File: config.mk
export PLATFORM = sky130hd
export DESIGN_NAME = pipe_sram
export DESIGN_NICKNAME = d
export VERILOG_FILES = /design/src/rtl/pipe_sram_pkg.sv /design/src/rtl/burst_addr_gen.sv /design/src/rtl/byte_ram.sv /design/src/rtl/out_stage.sv /design/src/rtl/pipe_sram.sv
export SDC_FILE = /design/constraint.sdc
export NUM_CORES = 2
export LEC_CHECK = 0
export BUFFER_PORTS_ARGS = -buffer_cell sky130_fd_sc_hd__buf_2
export CAP_MARGIN = 10
export CORE_MARGIN = 4
export CORE_UTILIZATION = 43
export DETAILED_ROUTE_END_ITERATION = 10
export PLACE_DENSITY_LB_ADDON = 0.1
export SLEW_MARGIN = 20
export SYNTH_ARGS = -nofsm -noshare
export SYNTH_HDL_FRONTEND = slang
export SYNTH_SLANG_ARGS = --single-unit
File: constraint.sdc
create_clock -name clk -period 3.44 [get_ports clk]
set_input_delay 0.172 -clock clk [delete_from_list [all_inputs] [get_ports clk]]
set_output_delay 0.172 -clock clk [all_outputs]
set_load 0.05 [all_outputs]
File: src/rtl/pipe_sram_pkg.sv
package pipe_sram_pkg;
  typedef enum logic [1:0] {
    OP_IDLE  = 2'd0,
    OP_READ  = 2'd1,
    OP_WRITE = 2'd2
  } op_kind_t;

  localparam int BURST_W = 2;
endpackage

File: src/rtl/burst_addr_gen.sv
module burst_addr_gen
  import pipe_sram_pkg::*;
#(
  parameter int ADDR_W = 6
) (
  input  logic              clk,
  input  logic              rst,
  input  logic              ce,
  input  logic              load,
  input  logic              step,
  input  logic              linear,
  input  logic [ADDR_W-1:0] addr_in,
  output logic [ADDR_W-1:0] addr_out
);
  logic [ADDR_W-1:0]  base_q;
  logic [BURST_W-1:0] cnt_q, cnt_nx, lo;

  always_comb begin
    cnt_nx = cnt_q + 1'b1;
    lo     = linear ? (base_q[BURST_W-1:0] + cnt_nx) : (base_q[BURST_W-1:0] ^ cnt_nx);
    addr_out = load ? addr_in : {base_q[ADDR_W-1:BURST_W], lo};
  end

  always_ff @(posedge clk) begin
    if (rst) begin
      base_q <= '0;
      cnt_q  <= '0;
    end else if (ce) begin
      if (load) begin
        base_q <= addr_in;
        cnt_q  <= '0;
      end else if (step) begin
        cnt_q <= cnt_nx;
      end
    end
  end

  // beats 1..3 of a wrap never revisit the base word
  assert_burst_distinct_R10: assert property (@(posedge clk) disable iff (rst)
    (ce && !load && step && cnt_q != 2'd3) |-> (addr_out != base_q));
endmodule

File: src/rtl/byte_ram.sv
module byte_ram #(
  parameter int ADDR_W = 6,
  parameter int BYTES  = 4,
  parameter int BYTE_W = 9
) (
  input  logic                    clk,
  input  logic                    ce,
  input  logic [ADDR_W-1:0]       raddr,
  output logic [BYTES*BYTE_W-1:0] rdata,
  input  logic [ADDR_W-1:0]       waddr,
  input  logic [BYTES-1:0]        wbe,
  input  logic [BYTES*BYTE_W-1:0] wdata
);
  localparam int DEPTH = 1 << ADDR_W;

  for (genvar b = 0; b < BYTES; b++) begin : g_lane
    logic [BYTE_W-1:0] mem [DEPTH];
    always_ff @(posedge clk) begin
      if (ce) begin
        rdata[b*BYTE_W +: BYTE_W] <= mem[raddr];
        if (wbe[b]) mem[waddr] <= wdata[b*BYTE_W +: BYTE_W];
      end
    end
  end
endmodule

File: src/rtl/out_stage.sv
module out_stage #(
  parameter int BYTES  = 4,
  parameter int BYTE_W = 9
) (
  input  logic                    clk,
  input  logic                    rst,
  input  logic                    ce,
  input  logic [BYTES-1:0]        cap_be,
  input  logic [BYTES*BYTE_W-1:0] cap_data,
  input  logic [BYTES*BYTE_W-1:0] rd_data,
  input  logic                    slot_read,
  output logic [BYTES*BYTE_W-1:0] data_q,
  output logic                    valid_q
);
  localparam int DATA_W = BYTES * BYTE_W;

  logic [BYTES-1:0]  byp_be_q;
  logic [DATA_W-1:0] byp_d_q, merged;

  for (genvar b = 0; b < BYTES; b++) begin : g_merge
    assign merged[b*BYTE_W +: BYTE_W] = byp_be_q[b] ? byp_d_q[b*BYTE_W +: BYTE_W]
                                                    : rd_data[b*BYTE_W +: BYTE_W];
  end

  always_ff @(posedge clk) begin
    if (rst) begin
      byp_be_q <= '0;
      byp_d_q  <= '0;
      data_q   <= '0;
      valid_q  <= 1'b0;
    end else if (ce) begin
      byp_be_q <= cap_be;
      byp_d_q  <= cap_data;
      data_q   <= slot_read ? merged : '0;
      valid_q  <= slot_read;
    end
  end

  // a read reaching this stage always yields a valid slot
  assert_read_slot_R2: assert property (@(posedge clk) disable iff (rst)
    (ce && slot_read) |=> valid_q);
  // suspended edges leave the output register untouched
  assert_suspend_hold_R5: assert property (@(posedge clk) disable iff (rst)
    !ce |=> ($stable(data_q) && $stable(valid_q)));
endmodule

File: src/rtl/pipe_sram.sv
module pipe_sram
  import pipe_sram_pkg::*;
#(
  parameter int ADDR_W = 6,
  parameter int BYTES  = 4,
  parameter int BYTE_W = 9
) (
  input  logic                    clk,
  input  logic                    rst,
  input  logic                    clk_en,
  input  logic                    sel_a,
  input  logic                    sel_b_n,
  input  logic                    sel_c,
  input  logic                    wr,
  input  logic [BYTES-1:0]        byte_en,
  input  logic                    adv,
  input  logic [ADDR_W-1:0]       addr,
  input  logic [BYTES*BYTE_W-1:0] din,
  input  logic                    oe,
  input  logic                    sleep,
  input  logic                    linear_order,
  output logic [BYTES*BYTE_W-1:0] dout,
  output logic                    dout_valid
);
  localparam int DATA_W = BYTES * BYTE_W;

  op_kind_t          cur_kind_q, new_kind, s1_kind, s2_kind;
  logic [ADDR_W-1:0] op_addr, s1_addr, s2_addr;
  logic [BYTES-1:0]  s1_be, s2_be, ram_wbe, cap_be;
  logic              selected, do_load, do_step;
  logic [DATA_W-1:0] rd_data, data_q;
  logic              valid_q;

  assign selected = sel_a & ~sel_b_n & sel_c;

  always_comb begin
    new_kind = OP_IDLE;
    do_load  = 1'b0;
    do_step  = 1'b0;
    if (!sleep) begin
      if (!adv) begin
        do_load  = 1'b1;
        new_kind = selected ? (wr ? OP_WRITE : OP_READ) : OP_IDLE;
      end else begin
        new_kind = cur_kind_q;
        do_step  = (cur_kind_q != OP_IDLE);
      end
    end
  end

  burst_addr_gen #(.ADDR_W(ADDR_W)) u_burst (
    .clk(clk), .rst(rst), .ce(clk_en), .load(do_load), .step(do_step),
    .linear(linear_order), .addr_in(addr), .addr_out(op_addr)
  );

  always_ff @(posedge clk) begin
    if (rst) begin
      cur_kind_q <= OP_IDLE;
      s1_kind    <= OP_IDLE;
      s2_kind    <= OP_IDLE;
      s1_addr    <= '0;
      s2_addr    <= '0;
      s1_be      <= '0;
      s2_be      <= '0;
    end else if (clk_en) begin
      if (sleep)        cur_kind_q <= OP_IDLE;
      else if (do_load) cur_kind_q <= new_kind;
      s1_kind <= new_kind;
      s1_addr <= op_addr;
      s1_be   <= byte_en;
      s2_kind <= s1_kind;
      s2_addr <= s1_addr;
      s2_be   <= s1_be;
    end
  end

  assign ram_wbe = (s2_kind == OP_WRITE) ? s2_be : '0;
  assign cap_be  = (s2_kind == OP_WRITE && s2_addr == s1_addr) ? s2_be : '0;

  byte_ram #(.ADDR_W(ADDR_W), .BYTES(BYTES), .BYTE_W(BYTE_W)) u_ram (
    .clk(clk), .ce(clk_en), .raddr(s1_addr), .rdata(rd_data),
    .waddr(s2_addr), .wbe(ram_wbe), .wdata(din)
  );

  out_stage #(.BYTES(BYTES), .BYTE_W(BYTE_W)) u_out (
    .clk(clk), .rst(rst), .ce(clk_en), .cap_be(cap_be), .cap_data(din),
    .rd_data(rd_data), .slot_read(s2_kind == OP_READ),
    .data_q(data_q), .valid_q(valid_q)
  );

  assign dout_valid = oe & ~sleep & valid_q;
  assign dout       = dout_valid ? data_q : '0;

  // an unselected load cycle enters the pipeline as idle
  assert_deselect_idle_R6: assert property (@(posedge clk) disable iff (rst)
    (clk_en && !adv && !selected) |=> (s1_kind == OP_IDLE));
  // nothing is accepted while asleep
  assert_sleep_idle_R8: assert property (@(posedge clk) disable iff (rst)
    (clk_en && sleep) |=> (s1_kind == OP_IDLE));
  // a continuation repeats the kind of the last load
  assert_cont_kind_R9: assert property (@(posedge clk) disable iff (rst)
    (clk_en && adv && !sleep) |=> (s1_kind == $past(cur_kind_q)));
endmodule

# == Word level (Yosys, flattened, before mapping) ==
# Memories as Yosys holds them, arrays and structs flattened. A register that Yosys moved wholly into a read port is not among the register bits.
# Cells that the tools add are included.
# classes
n_addsub,2
n_eq_ne,3
muxes,34
bitwise,7
reduce_logical,7
# ops
operator,n
$mux 36,2
$mux 9,4
$mux 2,9
$mux 1,16
$mux 4,2
$eq 6x6->1,1
$mux 6,1
$reduce_and 2->1,3
$reduce_bool 2->1,3
$and 1x1->1,4
$add 2x1->2 const B,1
$add 2x2->2,1
$eq 2x1->1 const B,1
$eq 2x2->1 const B,1
$not 1->1,2
$xor 2x2->2,1
$logic_and 1x1->1,1
# totals
regBits,111
ram_bits,2304
in_bits,57
output_inout_bits,37
word_cells,70
n_memories,4
# memory_table
name,depth,width,read_ports,rd_clocked_by_memory_dff,wr,line_no,source
u_ram.g_lane[0].mem,64,9,1,1,1,byte_ram.sv:17,logic [BYTE_W-1:0] mem [DEPTH];
u_ram.g_lane[1].mem,64,9,1,1,1,byte_ram.sv:17,
u_ram.g_lane[2].mem,64,9,1,1,1,byte_ram.sv:17,
u_ram.g_lane[3].mem,64,9,1,1,1,byte_ram.sv:17,

# == Longest topological paths before layout ==
# depth
word_depth,8
ltp_mapped,10
depth_no_buf,7

# == Modules after synthesis ==
# Synthesis repeated with hierarchy kept, for this count alone.
# hier_totals
cells_unflattened,4514
hier_area_um2,94355.5
# by_module_without_submodules
mod,n_inst,cells_per_inst,area_each_um2,seq_area_each_um2
byte_ram,1,4051,89397.0,70267.4
out_stage,1,253,3149.3,1541.5
pipe_sram,1,158,1355.0,520.5
burst_addr_gen,1,52,454.2,160.2

# == Worst setup path after synthesis ==
# Ideal clock, no wire load.
# synth_timing
path_type,register -> register
startpoint,register s1_addr[0]
endpoint,"register u_ram.rdata[13] (read register of u_ram.g_lane[1].mem), data pin"
setup_time_ns,0.275
arrival_time_ns,1.893
t_required_ns,3.165
setup_slack_ns,1.271
stages_incl_launch_ff,8
path_buffers,3
period_less_slack_ns,2.169
cell_sequence,dfxtp_1 -> buf_6 -> buf_8 -> buf_2 -> mux4_2 -> a22o_1 -> a221oi_1 -> a221oi_2
# synth_rtl
item,line_no,source
from (decl),pipe_sram.sv:28,"logic [ADDR_W-1:0] op_addr, s1_addr, s2_addr;"
from (signal assigned),pipe_sram.sv:69,s1_addr <= op_addr;
to (decl),byte_ram.sv:9,"output logic [BYTES*BYTE_W-1:0] rdata,"

==> impl_metrics.prom <==
# TYPE chip_impl_metric gauge
chip_impl_metric{name="slew_violations",unit=""} 0
chip_impl_info{name="path_delay_family",value="simple AND/OR/NAND/NOR gates"} 1
chip_impl_metric{name="port_buffers",unit=""} 93
chip_impl_metric{name="synth.yosys.seq_area_share",unit=""} 0.767
chip_impl_metric{name="cts.sinks",unit=""} 2451
chip_impl_metric{name="cellInternalPower",unit="mW"} 50.6
chip_impl_info{name="worst_hold_path_type",value="input port to flop"} 1
chip_impl_metric{name="synthSimpleGateAreaFrac",unit=""} 0.0330
chip_impl_metric{name="timing.final.hold_violations",unit=""} 0
chip_impl_metric{name="cts_max_level",unit=""} 5
chip_impl_metric{name="flow.area_growth_from_synthesis",unit="%"} 17.1
chip_impl_metric{name="synth_compound_gate_area_share",unit=""} 0.0306
chip_impl_metric{name="worstPathBufferInverterCount",unit=""} 2
chip_impl_metric{name="routed_wire_length_per_instance",unit="um"} 33.4
chip_impl_metric{name="power_per_cell_area",unit="mW/mm^2"} 582
chip_impl_metric{name="max-slew-margin-rel",unit=""} 0.228
chip_impl_metric{name="ys_types",unit=""} 59
chip_impl_metric{name="setup-violations-final",unit=""} 1
chip_impl_info{name="timing.critical_path.cells",value="buf_12, nand2b_1, buf_4, o21ai_0, nor4_1, nor3_1, nor3_1"} 1
chip_impl_info{name="violated_checks",value="setup timing"} 1
chip_impl_info{name="layout_common_cells",value="sky130_fd_sc_hd__edfxtp_1, sky130_fd_sc_hd__mux4_2, sky130_fd_sc_hd__buf_4, sky130_fd_sc_hd__nor2_1, sky130_fd_sc_hd__clkbuf_16"} 1
chip_impl_info{name="mostFrequentLayoutCell",value="sky130_fd_sc_hd__edfxtp_1"} 1
chip_impl_metric{name="finClkSkew",unit="ns"} 0.0546
chip_impl_metric{name="sequentialPowerShare",unit=""} 0.511
chip_impl_metric{name="synth.ff_latch_count",unit=""} 2451
chip_impl_metric{name="p_switching",unit="mW"} 13.8
chip_impl_info{name="r2r-start",value="s1_addr[1]"} 1
chip_impl_metric{name="post_cts.repair.setup_buffers",unit=""} 0
chip_impl_metric{name="worstRegToRegCells",unit=""} 7
chip_impl_metric{name="drtPass1Iterations",unit=""} 6
chip_impl_metric{name="timing.final.crit_share",unit=""} 1.01
chip_impl_metric{name="route.detailed.drc",unit=""} 0
chip_impl_metric{name="layout_cells_sized_above_1",unit=""} 0.283
chip_impl_metric{name="clk-insertion-delay-late",unit="ns"} 0.93
chip_impl_metric{name="syn_inst",unit=""} 4604
chip_impl_metric{name="synth_mux_area_frac",unit=""} 0.152
chip_impl_metric{name="post_detailed_route_via_to_cell_ratio",unit=""} 5.93
chip_impl_metric{name="floorplan.die.height",unit="um"} 477
chip_impl_metric{name="worstSetupPathDepth",unit=""} 7
chip_impl_metric{name="r2r_slack",unit="ns"} -0.05
chip_impl_metric{name="number_of_instances_resized_during_post_cts_repair",unit=""} 0
chip_impl_metric{name="antenna_left",unit=""} 0
chip_impl_info{name="timing.critical_path.from",value="s1_addr[1]"} 1
chip_impl_info{name="synth_top_family_by_area",value="multiplexers"} 1
chip_impl_metric{name="synth_top_area_share",unit=""} 0.744
chip_impl_info{name="tritoncts",value="done"} 1
chip_impl_metric{name="grt_start_max_net_pins",unit=""} 108
chip_impl_info{name="end_point_of_the_critical_path",value="u_ram.rdata[6]"} 1
chip_impl_info{name="slowest_stage_cell_crit_path",value="sky130_fd_sc_hd__nor3_1"} 1
chip_impl_metric{name="timing.hold.ws",unit="ns"} 0.108
chip_impl_metric{name="num_ports",unit=""} 94
chip_impl_info{name="worst_setup_path_end_kind",value="flop"} 1
chip_impl_info{name="status",value="complete, but fails checks"} 1
chip_impl_metric{name="wl",unit="um"} 278000
chip_impl_metric{name="max_cap_viol_count",unit=""} 0
chip_impl_metric{name="chipWidth",unit="um"} 477
chip_impl_metric{name="global_route_wire_length_before_repair",unit="um"} 390000
chip_impl_metric{name="endpoint_required_time_on_the_critical_path",unit="ns"} 4.07
chip_impl_metric{name="mappedNetlistArea",unit="sq mm"} 0.0945
chip_impl_metric{name="critPathMaxStageDelay",unit="ns"} 0.88
chip_impl_info{name="postSynth.topFlopCell",value="sky130_fd_sc_hd__edfxtp_1"} 1
chip_impl_info{name="ys_top_cells_by_area",value="sky130_fd_sc_hd__edfxtp_1, sky130_fd_sc_hd__mux4_2, sky130_fd_sc_hd__dfxtp_1"} 1
chip_impl_info{name="critical-path-top-cell-by-count",value="sky130_fd_sc_hd__nor3_1"} 1
chip_impl_metric{name="grt_antenna_before_repair",unit=""} 21
chip_impl_metric{name="first_global_vias",unit=""} 49400
chip_impl_metric{name="drt-initial-drc-count",unit=""} 5884
chip_impl_info{name="crit_type",value="flop to flop"} 1
chip_impl_metric{name="core-area",unit="sq mm"} 0.218
chip_impl_info{name="worst_setup_path_start_kind",value="flop"} 1
chip_impl_metric{name="dieArea",unit="sq mm"} 0.227
chip_impl_metric{name="critical_path.max_fanout",unit=""} 46
chip_impl_metric{name="final_critical_path_setup_slack",unit="ns"} -0.0468
chip_impl_info{name="clock_tree.root_cell",value="sky130_fd_sc_hd__clkbuf_16"} 1
chip_impl_metric{name="final_period_minus_worst_setup_slack",unit="ns"} 3.49
chip_impl_metric{name="globalRouteOverflowTotal",unit=""} 0
chip_impl_info{name="setup_repair_after_global_routing_missed_its_margin",value="false"} 1
chip_impl_metric{name="clk_pin_slew",unit="ns"} 0.06
chip_impl_metric{name="place_hpwl",unit="um"} 177000
chip_impl_metric{name="xor_xnor_portion_of_the_synthesized_cell_area",unit=""} 0.000834
chip_impl_metric{name="global_route.usage.total",unit=""} 0.243
chip_impl_metric{name="p_comb_frac",unit=""} 0.060
chip_impl_metric{name="power.share.clock",unit=""} 0.428
chip_impl_metric{name="gp_congestion",unit=""} 0.824
chip_impl_metric{name="dr_total_vias",unit=""} 49400
chip_impl_info{name="critical_path.reg2reg.endpoint",value="u_ram.rdata[6]"} 1
chip_impl_info{name="synth_top_area_cell",value="sky130_fd_sc_hd__edfxtp_1"} 1
chip_impl_metric{name="arrival",unit="ns"} 4.12
chip_impl_metric{name="synthAdderAreaFrac",unit=""} 0.000132
chip_impl_metric{name="edff_count_synth",unit=""} 2340
chip_impl_metric{name="cts_inserted_buffers",unit=""} 279
chip_impl_metric{name="ys_warn_count",unit=""} 0
chip_impl_metric{name="synthArstFlopShare",unit=""} 0
chip_impl_metric{name="syn-num-nets",unit=""} 4662
chip_impl_metric{name="placementRows",unit=""} 171
chip_impl_metric{name="synth.avg_cell_area",unit="sq um"} 20.5
chip_impl_metric{name="power.leakage",unit="nW"} 35.3
chip_impl_metric{name="placement.setup.worst_slack",unit="ns"} 0.0269
chip_impl_metric{name="sw_frac_of_total",unit=""} 0.215
chip_impl_metric{name="start_util",unit=""} 0.434
chip_impl_metric{name="timing_worst_slew_pin_value",unit="ns"} 1.15
chip_impl_metric{name="irDropWorstVdd",unit="V"} 0.000425
chip_impl_metric{name="fmaxAchievable",unit="GHz"} 0.287
chip_impl_metric{name="clock_tree.buffer_depth",unit=""} 4
chip_impl_metric{name="design.final.nets",unit=""} 5329
state kept, by name, summed over array words and instances, names as in the netlist:
| signal | count |
|---|---|
| u_ram.g_lane.mem | 2304 |
| u_out.byp_d_q | 36 |
| u_out.data_q | 36 |
| u_ram.rdata | 36 |
| s1_addr | 6 |
| s2_addr | 6 |
| u_burst.base_q | 6 |
| s1_be | 4 |
| s2_be | 4 |
| u_out.byp_be_q | 4 |
| cur_kind_q | 2 |
| s1_kind | 2 |
| s2_kind | 2 |
| u_burst.cnt_q | 2 |
| u_out.valid_q | 1 |
Yosys cell counts, drive strengths merged (5+ instances only):
cell type	n
edfxtp	2340
mux4	567
nor2	446
clkbuf	156
mux2i	145
nand2	135
buf	128
dfxtp	111
a21oi	104
a221oi	80
a22o	52
o22ai	48
and2	43
nor3	28
o221ai	28
nor2b	22
a22oi	15
a211oi	14
o21ai	14
mux2	12
nand3	10
a32oi	9
nand2b	8
a311oi	7
xnor2	7
a31oi	6
and3	6
nor3b	6
a2111oi	5
and3b	5
nand3b	5
nor4	5
power groups by stage:
stage	Sequential, mW	Combinational, mW	Clock, mW
2_1_floorplan	33.4	2.11	0
3_3_place_gp	33.5	3.85	0
3_5_place_dp	33.5	3.88	0
4_1_cts	32.9	3.95	28.2
5_1_grt	32.9	4.14	29.5
6_report	32.9	3.90	27.6
worst reg2reg max path: stages (launching register included):
cell and delay [ns]:
sky130_fd_sc_hd__dfxtp_4 0.73, sky130_fd_sc_hd__buf_12 0.40, sky130_fd_sc_hd__nand2b_1 0.49, sky130_fd_sc_hd__buf_4 0.32, sky130_fd_sc_hd__o21ai_0 0.17, sky130_fd_sc_hd__nor4_1 0.06
sky130_fd_sc_hd__nor3_1 0.88, sky130_fd_sc_hd__nor3_1 0.15
per-layer routing:
metal | GRT usage | part of all wire | up-vias | wire (um)
met4 | 0.0685 | 0.027 | 10 | 7480
met5 | 0.00378 | 0.00061 | - | 171
met2 | 0.380 | 0.47 | 1861 | 131000
met1 | 0.346 | 0.43 | 26800 | 119000
li1 | - | - | 20300 | -
met3 | 0.0527 | 0.073 | 415 | 20300
timing repair:
action	4_1_cts	5_1_grt
hold endpoints to repair	1345	373
hold buffers	75	6
setup endpoints to repair	0	0
kinds of logic (layout without fill, tap and decap cells):
kind of cell,after synthesis,in the layout
buffers and inverters,289,1143
multiplexers,724,724
AND/OR/NAND/NOR,732,732
adder cells (fa/ha/maj),1,1
AO/OA/AOI/OAI,398,398
XOR/XNOR,9,9
flip-flops,2451,2451
other,0,14
final cells by class:
type                    count  area, sq um
diodes                     14         35.0
clock buffers             369         7600
clock inverters            99          733
fillers                 17700       107000
inverters                   5         21.3
multi-input cells        1864        20500
flip-flops and latches   2451        72500
well taps                2854         3570
repair buffers            670         5610
how the worst min path moves through the flow:
| stage | startpoint | to | slack (ns) | depth (start not counted) |
|---|---|---|---|---|
| after detailed placement | byte_en[3] | s1_be[3] | 0.42 | 3 |
| final | addr[4] | s1_addr[4] | 0.11 | 4 |
| after floorplan | din[0] | u_ram.g_lane[0].mem[0][0] | 0.27 | 0 |
| after global routing | addr[4] | s1_addr[4] | 0.08 | 4 |
| after global placement | byte_en[3] | s1_be[3] | 0.41 | 3 |
| after CTS | din[12] | u_ram.g_lane[1].mem[49][3] | 0.02 | 1 |
metrics by stage:
stage | setup TNS (ns) | power (mW) | instances | utilization | area (sq um)
floorplan | 0 | 35.5 | 4604 | - | 94500
global placement | 0 | 37.4 | 7763 | 0.465 | 101000
detailed placement | 0 | 37.4 | 7763 | 0.466 | 101000
CTS | 0 | 65.1 | 8306 | 0.507 | 110000
global route | 0 | 66.6 | 8313 | 0.508 | 111000
finish | -0.0468 | 64.4 | 8326 | 0.508 | 111000
Note: power is estimated with default switching activity, not from simulation.
